==> config.mk <==
export PLATFORM = sky130hd
export DESIGN_NAME = exec_ctx_guard
export DESIGN_NICKNAME = d
export VERILOG_FILES = /design/src/rtl/exec_ctx_pkg.sv /design/src/rtl/addr_window.sv /design/src/rtl/ctx_fsm.sv /design/src/rtl/syscall_irq.sv /design/src/rtl/trap_mon.sv /design/src/rtl/exec_ctx_guard.sv
export SDC_FILE = /design/constraint.sdc
export NUM_CORES = 1
export LEC_CHECK = 0
export BUFFER_PORTS_ARGS = -buffer_cell sky130_fd_sc_hd__buf_2
export CORE_MARGIN = 2
export CORE_UTILIZATION = 21
export DETAILED_ROUTE_END_ITERATION = 8
export PLACE_DENSITY = 0.88
export SETUP_SLACK_MARGIN = 0.1
export SYNTH_ARGS = -nofsm -noshare
export SYNTH_HDL_FRONTEND = slang
export SYNTH_HIERARCHICAL = 1
export SYNTH_SLANG_ARGS = --single-unit
==> constraint.sdc <==
create_clock -name clk_i -period 1.43 [get_ports clk_i]
set_clock_uncertainty 0.15 [all_clocks]
set_input_delay 0.2145 -clock clk_i [delete_from_list [all_inputs] [get_ports clk_i]]
set_output_delay 0.2145 -clock clk_i [all_outputs]
set_load 0.005 [all_outputs]
==> src/rtl/exec_ctx_pkg.sv <==
package exec_ctx_pkg;
  typedef enum logic [1:0] {
    CTX_FW      = 2'd0,
    CTX_SYSCALL = 2'd1,
    CTX_APP     = 2'd2
  } ctx_e;
endpackage

==> src/rtl/addr_window.sv <==
// Hit on an aligned power-of-two window.
module addr_window #(
  parameter int unsigned           ADDR_W  = 32,
  parameter logic [ADDR_W-1:0]     BASE    = '0,
  parameter int unsigned           SPAN_LG = 12
) (
  input  logic [ADDR_W-1:0] addr_i,
  output logic              hit_o
);
  localparam logic [ADDR_W-1:0] SPAN_M1 = (ADDR_W'(1) << SPAN_LG) - ADDR_W'(1);
  localparam logic [ADDR_W-1:0] MASK    = ~SPAN_M1;

  assign hit_o = ((addr_i ^ BASE) & MASK) == '0;
endmodule

==> src/rtl/ctx_fsm.sv <==
module ctx_fsm
  import exec_ctx_pkg::*;
(
  input  logic clk_i,
  input  logic rst_ni,
  input  logic fetch_valid_i,
  input  logic fetch_in_rom_i,
  input  logic irq_ack_i,
  output ctx_e ctx_o
);
  ctx_e ctx_q, ctx_d;

  always_comb begin
    ctx_d = ctx_q;
    if (irq_ack_i)                          ctx_d = CTX_SYSCALL;
    else if (fetch_valid_i && !fetch_in_rom_i) ctx_d = CTX_APP;
  end

  always_ff @(posedge clk_i or negedge rst_ni) begin
    if (!rst_ni) ctx_q <= CTX_FW;
    else         ctx_q <= ctx_d;
  end

  assign ctx_o = ctx_q;
endmodule

==> src/rtl/syscall_irq.sv <==
module syscall_irq (
  input  logic clk_i,
  input  logic rst_ni,
  input  logic wr_valid_i,
  input  logic wr_in_window_i,
  input  logic irq_ack_i,
  output logic irq_o
);
  logic irq_q;

  // new request wins over an acknowledge in the same cycle
  always_ff @(posedge clk_i or negedge rst_ni) begin
    if (!rst_ni)                          irq_q <= 1'b0;
    else if (wr_valid_i && wr_in_window_i) irq_q <= 1'b1;
    else if (irq_ack_i)                    irq_q <= 1'b0;
  end

  assign irq_o = irq_q;
endmodule

==> src/rtl/trap_mon.sv <==
module trap_mon
  import exec_ctx_pkg::*;
(
  input  logic clk_i,
  input  logic rst_ni,
  input  ctx_e ctx_i,
  input  logic fetch_valid_i,
  input  logic fetch_in_rom_i,
  input  logic irq_ack_i,
  input  logic wr_valid_i,
  input  logic wr_in_guard_i,
  output logic trap_o
);
  logic rom_viol, stack_viol, trap_q;

  // handler entry fetches ROM while context still reads application
  assign rom_viol   = fetch_valid_i && fetch_in_rom_i && (ctx_i == CTX_APP) && !irq_ack_i;
  assign stack_viol = wr_valid_i && wr_in_guard_i;

  always_ff @(posedge clk_i or negedge rst_ni) begin
    if (!rst_ni)                    trap_q <= 1'b0;
    else if (rom_viol || stack_viol) trap_q <= 1'b1;
  end

  assign trap_o = trap_q;
endmodule

==> src/rtl/exec_ctx_guard.sv <==
module exec_ctx_guard
  import exec_ctx_pkg::*;
#(
  parameter int unsigned       ADDR_W            = 32,
  parameter logic [ADDR_W-1:0] ROM_BASE          = 32'h0000_0000,
  parameter int unsigned       ROM_BYTES         = 8192,
  parameter logic [ADDR_W-1:0] FWRAM_BASE        = 32'hD000_0000,
  parameter int unsigned       STACK_GUARD_BYTES = 64,
  parameter logic [ADDR_W-1:0] SYSCALL_BASE      = 32'hE100_0000,
  parameter int unsigned       SYSCALL_BYTES     = 32'h0100_0000
) (
  input  logic              clk_i,
  input  logic              rst_ni,
  input  logic              fetch_valid_i,
  input  logic [ADDR_W-1:0] fetch_addr_i,
  input  logic              wr_valid_i,
  input  logic [ADDR_W-1:0] wr_addr_i,
  input  logic              irq_ack_i,
  output logic              irq_o,
  output logic [1:0]        mode_o,
  output logic              trap_o
);
  localparam int unsigned ROM_LG   = $clog2(ROM_BYTES);
  localparam int unsigned GUARD_LG = $clog2(STACK_GUARD_BYTES);
  localparam int unsigned SYS_LG   = $clog2(SYSCALL_BYTES);

  logic fetch_in_rom, wr_in_sys, wr_in_guard;
  ctx_e ctx;

  addr_window #(.ADDR_W(ADDR_W), .BASE(ROM_BASE), .SPAN_LG(ROM_LG)) i_rom_win (
    .addr_i(fetch_addr_i), .hit_o(fetch_in_rom)
  );

  addr_window #(.ADDR_W(ADDR_W), .BASE(SYSCALL_BASE), .SPAN_LG(SYS_LG)) i_sys_win (
    .addr_i(wr_addr_i), .hit_o(wr_in_sys)
  );

  // guard band at FW RAM base, directly below the stack's lower bound
  addr_window #(.ADDR_W(ADDR_W), .BASE(FWRAM_BASE), .SPAN_LG(GUARD_LG)) i_guard_win (
    .addr_i(wr_addr_i), .hit_o(wr_in_guard)
  );

  ctx_fsm i_ctx_fsm (
    .clk_i          (clk_i),
    .rst_ni         (rst_ni),
    .fetch_valid_i  (fetch_valid_i),
    .fetch_in_rom_i (fetch_in_rom),
    .irq_ack_i      (irq_ack_i),
    .ctx_o          (ctx)
  );

  syscall_irq i_syscall_irq (
    .clk_i          (clk_i),
    .rst_ni         (rst_ni),
    .wr_valid_i     (wr_valid_i),
    .wr_in_window_i (wr_in_sys),
    .irq_ack_i      (irq_ack_i),
    .irq_o          (irq_o)
  );

  trap_mon i_trap_mon (
    .clk_i          (clk_i),
    .rst_ni         (rst_ni),
    .ctx_i          (ctx),
    .fetch_valid_i  (fetch_valid_i),
    .fetch_in_rom_i (fetch_in_rom),
    .irq_ack_i      (irq_ack_i),
    .wr_valid_i     (wr_valid_i),
    .wr_in_guard_i  (wr_in_guard),
    .trap_o         (trap_o)
  );

  assign mode_o = ctx;
endmodule

==> results_dict.tcl, run 1 <==
set metrics [dict create \
    die_w_um 42.36 \
    vias 503 \
    synth_flop_cell "dfrtp_1" \
    finalSetupViolCount 0 \
    tightest_slew_ns 0.2530 \
    first_global_vias 514 \
    cts_tree "built" \
    rsz0062_at_grt "true" \
    syn_area_per_cell_sq_um 9.658 \
    start_util 0.2317 \
    final_core_util 0.4747 \
    syn_nets 101 \
    insertion_delay_ns 0.23 \
    maxSlewViolCount 0 \
    synth_area_leaders "dfrtp_1, nor4_1, nor4_2" \
    coreArea_sq_um 1334 \
    cp_max_fo 2 \
    nFillCells 138 \
    syn_area_sq_um 309.0 \
    power_density_nw_per_um2 565.0 \
    dp_cells 100 \
    grt_pass1_wl_um 1897 \
    synthArstFlopShare 1.000 \
    place_ws_ns -0.1035 \
    gr-usage-met2 0.2615 \
    hold_class "input port to flop" \
    num_rows 13 \
    path_buf_inv 1 \
    yosysMostFrequentCell "nor4_1" \
    antenna_cells 0 \
    nets 161 \
    grt.overflow.total 0 \
    grt_start_max_net_pins 5 \
    crit_path_end_kind "flop" \
    crit_family "simple AND/OR/NAND/NOR gates" \
    synth-edff-count 0 \
    dieArea_sq_um 1794 \
    arrival_ns 1.19 \
    final_hold_viol_count 0 \
    max_freq_mhz 818.9 \
    path_cells "buf_2 -> nor4_1 -> nand4_1 -> nor4_2 -> nand2b_4 -> a21oi_1" \
    wirelength_um 1084 \
    cp-start-kind "input port" \
    clkTransAtPathRegs_ns 0.04 \
    crit_start "fetch_addr_i[17]" \
    outcome "completed" \
    yosys_warnings 6 \
    port_buffers 53 \
    clockBufferDepth 2 \
    r2r_start "i_ctx_fsm/ctx_o[1]" \
    first_pass_iters 4 \
    syn2layout_area_growth_pct 104.9 \
    min_period_ns 1.221 \
    cpMaxStageDelayCell "nor4_1" \
    h-tree-depth 1 \
    p_leak_nw 0.3273 \
    synth_common_cells "nor4_1, dfrtp_1, nand4_1, nor4_2" \
    ys_seq_area_frac 0.3239 \
    drt-initial-drc-count 9 \
    cts_buffers 3 \
    maxSlewHeadroom 0.8291 \
    clockRootBuffer "clkbuf_4" \
    ctsResizeCount 0 \
    yosys.area.top_type "dfrtp_1" \
    instances_no_fill 105 \
    ir_drop_v 0.0001931 \
    met3_usage 0.02155 \
    dieHeight_um 42.36 \
    yosysUniqueCellTypes 17 \
    drv_cap 0 \
    post_drt_wl_per_cell_um 10.32 \
    antenna_found_initial 0 \
    clock-sinks 4 \
    crit_type "input port to flop" \
    ys_ff_latch 4 \
    grtUsageTotal 0.1378 \
    ioPinCount 73 \
    synth_cells 32 \
    drive_gt1_frac 0.7000 \
    drc 0 \
    hold_start "irq_ack_i" \
    gp_congestion 0.6672 \
    post-route-period-util 0.8539 \
    crit_path_max_incr_delay_ns 0.29 \
    tns_ns 0 \
    critPathRequiredTime_ns 1.40 \
    antenna_left 0 \
    fin_ws_ns 0.2089 \
    met1_usage 0.1325 \
    vias_per_cell 4.790 \
    top_usage_layer "met2" \
    hold_slack_ns 0.03862 \
    synth_top_area_frac 0.3239 \
]
[metrics by stage]
stage / power (mW) / instance area, sq um
floorplan: 0.1382 / 309.0
finish: 0.3577 / 633.1
global route: 0.3796 / 633.1
detailed placement: 0.2174 / 593.1
CTS: 0.3626 / 625.6
global placement: 0.2136 / 593.1
[cell families (layout without fill, tap and decap cells)]
group / after synthesis / after routing / share of synthesized area
AND/OR/NAND/NOR: 22 / 22 / 0.5507
AO/OA/AOI/OAI: 4 / 4 / 0.1012
buffers and inverters: 2 / 60 / 0.02430
flip-flops: 4 / 4 / 0.3239
[cell type report]
| type | instances | area [sq um] | share of cell area |
|---|---|---|---|
| Sequential cell | 4 | 100.1 | 0.1581 |
| Tap cell | 15 | 18.77 | 0.02964 |
| Clock buffer | 3 | 22.52 | 0.03557 |
| Inverter | 2 | 7.507 | 0.01186 |
| Multi-Input combinational cell | 26 | 201.4 | 0.3182 |
| Timing Repair Buffer | 55 | 282.8 | 0.4466 |
[repair_timing]
item | in CTS | in global routing
endpoints found under the hold margin | 4 | 0
setup buffers | 0 | 1
setup endpoints to repair | 0 | 2
hold buffers | 1 | 0
[registers in the layout, indices dropped and copies added, names as in the netlist]
signal / cells
i_ctx_fsm/ctx_o: 2
i_trap_mon/trap_o: 1
i_syscall_irq/irq_o: 1
[layout by cell type, fill, tap and decap left out, drive strengths merged]
master       synthesis  routed
buf                  0      54
nor4                 9       9
dfrtp                4       4
clkbuf               0       3
nand4                3       3
inv                  2       2
nor2                 2       2
nand2                2       2
dlygate4sd3          0       1
nand2b               1       1
a21oi                1       1
a21o                 1       1
nor4b                1       1
or4                  1       1
nor3                 1       1
nand4bb              1       1
o21ai                1       1
nor4bb               1       1
a221o                1       1
[per-layer routing]
layer  share of wire  vias to the layer above
met5               0                        -
met4           0.011                        0
met3            0.11                        4
met2            0.55                       36
met1            0.33                      213
li1                -                      250
[power breakdown]
group / switching [mW] / internal [mW] / total [mW]
Combinational: 0.0347 / 0.0616 / 0.0964
Clock: 0.0464 / 0.0939 / 0.140
Sequential: 0.00314 / 0.118 / 0.121
Total: 0.0843 / 0.273 / 0.358
[path summary, 6_finish.rpt]
path	endpoint	slack [ns]	cells after the start
max	i_ctx_fsm/ctx_o[1]	0.21	6
min	i_ctx_fsm/ctx_o[1]	0.04	2
max reg2reg	i_trap_mon/trap_o	0.34	2
min reg2reg	i_trap_mon/trap_o	0.32	1
max in group asynchronous	i_syscall_irq/irq_o	0.85	2
min in group asynchronous	i_trap_mon/trap_o	0.16	2
Power figures use the tool's default switching activity.
==> run 2, diff against run 1 <==
--- a/config.mk
+++ b/config.mk
@@ -9,7 +9,7 @@
 export CORE_MARGIN = 2
 export CORE_UTILIZATION = 21
 export DETAILED_ROUTE_END_ITERATION = 8
-export PLACE_DENSITY = 0.88
+export PLACE_DENSITY_LB_ADDON = 0.25
 export SETUP_SLACK_MARGIN = 0.1
 export SYNTH_ARGS = -nofsm -noshare
 export SYNTH_HDL_FRONTEND = slang
==> results_dict.tcl, run 2 (synthesis gave the netlist of run 1 again) <==
set metrics [dict create \
    outcome "completed" \
    cts_setup_buffers 0 \
    crit_path_max_incr_delay_ns 0.27 \
    final_hold_viol_count 0 \
    maxSlewViolCount 0 \
    vias 494 \
    post_drt_wl_per_cell_um 10.56 \
    vias_per_cell 4.705 \
    coreArea_sq_um 1334 \
    syn2layout_area_growth_pct 108.9 \
    fin_ws_ns 0.2440 \
    hpwl_um 1038 \
    p_leak_nw 0.3282 \
    h-tree-depth 1 \
    layout_commonest_cell "buf_2" \
    dieArea_sq_um 1794 \
    path_buf_inv 1 \
    gp_congestion 0.7464 \
    start_util 0.2317 \
    nFillCells 139 \
    crit_family "simple AND/OR/NAND/NOR gates" \
    tightest_slew_ns 0.3124 \
    first_pass_iters 1 \
    finalSetupViolCount 0 \
    max_freq_mhz 843.2 \
    hold_slack_ns 0.04685 \
    crit_path_end_kind "flop" \
    dieHeight_um 42.36 \
    drc 0 \
    clock-sinks 4 \
    largest_reg_flops 2 \
    wirelength_um 1109 \
    antenna_found_initial 0 \
    clkTransAtPathRegs_ns 0.04 \
    cp-start-kind "input port" \
    cpMaxStageDelayCell "nor4_1" \
    min_period_ns 1.186 \
    grt_start_max_net_pins 5 \
    insertion_delay_ns 0.23 \
    drt-initial-drc-count 0 \
    post-route-period-util 0.8294 \
    critPathRequiredTime_ns 1.45 \
    first_global_vias 491 \
    place_ws_ns -0.02673 \
    cts_buffers 3 \
    cts_tree "built" \
    drv_cap 0 \
    grt_pass1_wl_um 1883 \
    port_buffers 53 \
    tns_ns 0 \
    die_w_um 42.36 \
    clockRootBuffer "clkbuf_4" \
    antenna_left 0 \
    final_cell_mix "buf_2, nor4_2, dfrtp_1, nor4_1" \
    nets 161 \
    arrival_ns 1.20 \
    cp_max_fo 2 \
    num_rows 13 \
    maxSlewHeadroom 0.7888 \
    crit_type "input port to flop" \
    path_cells "buf_2 -> nor4_1 -> nand4_1 -> nor4_2 -> nand2b_4 -> a21o_1" \
    clockBufferDepth 2 \
    grtUsageTotal 0.1368 \
    grt.overflow.total 0 \
    drive_gt1_frac 0.7222 \
    ioPinCount 73 \
    rsz0062_at_grt "false" \
    power_density_nw_per_um2 555.3 \
    ir_drop_v 0.0002394 \
    hold_class "input port to flop" \
    antenna_cells 0 \
    final_core_util 0.4841 \
]
==> run 2: cell counts in the layout (fill, tap and decap cells not counted) <==
No cell type changed its count.
==> run 2: timing repair <==
item | 4_1_cts | 5_1_grt
gates resized for setup | 0 | 2
setup endpoints to repair | 0 | 3
hold endpoints to repair | 4 | 0
hold buffers | 1 | 0
==> run 2: stage by stage <==
step	cells	total power, mW	instance area (sq um)
2_1_floorplan	32	0.1382	309.0
3_3_place_gp	101	0.2157	600.6
3_5_place_dp	101	0.2189	600.6
4_1_cts	105	0.3649	633.1
5_1_grt	105	0.3850	645.6
6_report	105	0.3585	645.6
==> run 2: path summary, 6_finish.rpt <==
kind	slack [ns]	depth (start not counted)	startpoint	endpoint
setup / recovery	0.24	6	fetch_addr_i[25]	i_ctx_fsm/ctx_o[0]
hold / removal	0.05	2	irq_ack_i	i_ctx_fsm/ctx_o[1]
setup reg to reg	0.35	2	i_ctx_fsm/ctx_o[1]	i_trap_mon/trap_o
hold reg to reg	0.34	1	i_trap_mon/trap_o	i_trap_mon/trap_o
max in group asynchronous	0.83	2	rst_ni	i_ctx_fsm/ctx_o[0]
min in group asynchronous	0.17	2	rst_ni	i_syscall_irq/irq_o
==> run 2: worst reg2reg max path, cell delays in order (launching register included) <==
cell,delay (ns)
dfrtp_1,0.38
nor4bb_1,0.14
a221o_1,0.28
==> run 2: layout make-up <==
cell class / instances / area (sq um) / area share
Timing Repair Buffer: 55 / 282.8 / 0.4380
Sequential cell: 4 / 100.1 / 0.1550
Tap cell: 15 / 18.77 / 0.02907
Clock buffer: 3 / 22.52 / 0.03488
Multi-Input combinational cell: 26 / 214.0 / 0.3314
Inverter: 2 / 7.507 / 0.01163
==> run 2: power by group <==
part           internal, mW  leakage (nW)  switching, mW
sequential            0.118        0.0512        0.00301
clock                0.0938        0.0138         0.0440
combinational        0.0625         0.263         0.0375
==> run 2: routing by layer <==
metal  vias to the layer above  GRT usage  part of all wire
met5                         -          0                 0
met4                         0    0.05625                 0
met3                         0    0.04310              0.14
met2                        35     0.2585              0.50
met1                       207     0.1347              0.35
li1                        252          -                 -
==> run 3, diff against run 2 <==
--- a/config.mk
+++ b/config.mk
@@ -5,9 +5,11 @@
 export SDC_FILE = /design/constraint.sdc
 export NUM_CORES = 1
 export LEC_CHECK = 0
+export ABC_AREA = 1
 export BUFFER_PORTS_ARGS = -buffer_cell sky130_fd_sc_hd__buf_2
+export CORE_ASPECT_RATIO = 1.2
 export CORE_MARGIN = 2
-export CORE_UTILIZATION = 21
+export CORE_UTILIZATION = 26
 export DETAILED_ROUTE_END_ITERATION = 8
 export PLACE_DENSITY_LB_ADDON = 0.25
 export SETUP_SLACK_MARGIN = 0.1
==> constraint.sdc (replaced) <==
create_clock -name clk_i -period 1.24 [get_ports clk_i]
set_clock_uncertainty 0.15 [all_clocks]
set_input_delay 0.186 -clock clk_i [delete_from_list [all_inputs] [get_ports clk_i]]
set_output_delay 0.186 -clock clk_i [all_outputs]
set_load 0.005 [all_outputs]
==> results_dict.tcl, run 3 <==
set metrics [dict create \
    insertion_delay_ns 0.23 \
    start_util 0.2835 \
    r2r_start "i_trap_mon/trap_o" \
    cpMaxStageDelayCell "dfrtp_1" \
    drive_gt1_frac 0.4632 \
    die_w_um 40.71 \
    nets 207 \
    synth_common_cells "nand2_1, nor2_1, inv_1, dfrtp_1, nor2_2" \
    worst-r2r-setup-slack_ns 0.41 \
    final_core_util 0.4987 \
    tns_ns 0 \
    critPathRequiredTime_ns 0.90 \
    crit_path_max_incr_delay_ns 0.38 \
    hold_class "input port to flop" \
    syn_nets 148 \
    gp_congestion 0.6151 \
    syn_area_sq_um 420.4 \
    ys_seq_area_frac 0.2381 \
    final_hold_viol_count 0 \
    synth_cells 79 \
    dieArea_sq_um 1956 \
    antenna_left 0 \
    final_cell_mix "buf_2, nand2_1, nor2_1" \
    largest_reg_flops 2 \
    vias 607 \
    cts_setup_buffers 0 \
    first_global_vias 597 \
    path_cells "buf_2" \
    num_rows 15 \
    grt.overflow.total 0 \
    coreArea_sq_um 1483 \
    first_pass_iters 2 \
    drc 0 \
    layout_commonest_cell "buf_2" \
    p_int_uw 322.6 \
    syn2layout_area_growth_pct 75.89 \
    clockPowerShare 0.360 \
    maxSlewHeadroom 0.9075 \
    ys_ff_latch 4 \
    tightest_slew_ns 0.1388 \
    finalSetupViolCount 0 \
    grt_start_max_net_pins 5 \
    syn_area_per_cell_sq_um 5.322 \
    drv_cap 0 \
    clock-sinks 4 \
    clockRootBuffer "clkbuf_4" \
    arrival_ns 0.74 \
    synth_top_area_frac 0.2381 \
    drt-initial-drc-count 2 \
    hpwl_um 1010 \
    clockBufferDepth 2 \
    vias_per_cell 3.967 \
    synth_area_leaders "dfrtp_1, nand2_1, nor2_1" \
    hold_start "irq_ack_i" \
    grt_pass1_wl_um 1925 \
    wirelength_um 1087 \
    cts_tree "built" \
    clkTransAtPathRegs_ns 0.03 \
    power_frac_seq 0.327 \
    synth-edff-count 0 \
    synth_flop_cell "dfrtp_1" \
    antenna_cells 0 \
    p_comb_frac 0.313 \
    cts_buffers 3 \
    dieHeight_um 48.05 \
    post-route-period-util 0.8707 \
    cp_max_fo 3 \
    yosys_warnings 6 \
    port_buffers 53 \
    grtUsageTotal 0.1437 \
    maxSlewViolCount 0 \
    rr_worst_depth 2 \
    r2r-end "i_trap_mon/trap_o" \
    antenna_found_initial 0 \
    h-tree-depth 1 \
    post_drt_wl_per_cell_um 7.105 \
    p_sw_frac 0.2438 \
    net-switching-power_uw 104.0 \
    cp-start-kind "flop" \
    yosys.area.top_type "dfrtp_1" \
    crit_family "flip-flops" \
    hold_depth 2 \
    crit_type "flop to output port" \
    path_buf_inv 1 \
    p_leak_nw 0.4694 \
    outcome "completed" \
    rsz0062_at_grt "false" \
    ioPinCount 73 \
    yosysUniqueCellTypes 12 \
    max_freq_mhz 926.2 \
    min_to "i_ctx_fsm/ctx_o[1]" \
    min_period_ns 1.080 \
    ir_drop_v 0.0004051 \
    crit_path_end_kind "output port" \
    synthArstFlopShare 1.000 \
    power_density_nw_per_um2 577.0 \
]
-- run 3: kinds of logic (layout without fill, tap and decap cells) --
| family | after synthesis | in the layout | synth area share |
|---|---|---|---|
| simple gates | 56 | 56 | 0.5774 |
| flops | 4 | 4 | 0.2381 |
| buf+inv | 17 | 74 | 0.1518 |
| compound gates | 2 | 2 | 0.03273 |
-- run 3: power by group through the flow --
stage	Combinational [mW]	Clock, mW	Sequential (mW)
2_1_floorplan	0.0405	0	0.141
3_3_place_gp	0.130	0	0.141
3_5_place_dp	0.133	0	0.141
4_1_cts	0.136	0.162	0.139
5_1_grt	0.156	0.175	0.140
6_report	0.134	0.154	0.139
-- run 3: metrics by stage --
step	std cells	instance area [sq um]	power (mW)	hold WS, ns	worst slack, ns
floorplan	79	420.4	0.1816	-0.2596	0.2618
global placement	149	706.9	0.2702	-0.1556	0.1038
detailed placement	149	706.9	0.2738	-0.1565	0.09178
CTS	153	739.5	0.4368	0.0007341	0.1519
global route	153	739.5	0.4708	0.004940	0.1259
finish	153	739.5	0.4267	0.01400	0.1603
-- run 3: final cells by class --
class                      count  area [sq um]
multi-input combinational     58         256.5
clock buffer                   3         22.52
inverter                      17         63.81
timing repair buffer          54         275.3
sequential                     4         100.1
fill                         167         743.2
tap                           17         21.27
-- run 3: repair_timing --
item | 4_1_cts | 5_1_grt
gates resized for setup | 0 | 0
hold buffers | 1 | 0
hold endpoints to repair | 4 | 0
-- run 3: layer usage --
metal,up-vias,wire [um],GRT usage
met3,0,131,0.05581
li1,342,-,-
met2,29,548,0.2762
met5,-,0,0
met4,0,0,0.06000
met1,236,406,0.1275
-- run 3: worst max path at each step --
stage                             startpoint            endpoint  slack [ns]  cells after the start
after floorplan             fetch_addr_i[30]  i_ctx_fsm/ctx_o[1]        0.26                      8
after global placement      fetch_addr_i[30]  i_ctx_fsm/ctx_o[1]        0.10                      9
after detailed placement    fetch_addr_i[28]  i_ctx_fsm/ctx_o[0]        0.09                     10
after CTS                 i_ctx_fsm/ctx_o[1]           mode_o[1]        0.15                      1
after global routing      i_ctx_fsm/ctx_o[1]           mode_o[1]        0.13                      1
final                     i_ctx_fsm/ctx_o[0]           mode_o[0]        0.16                      1
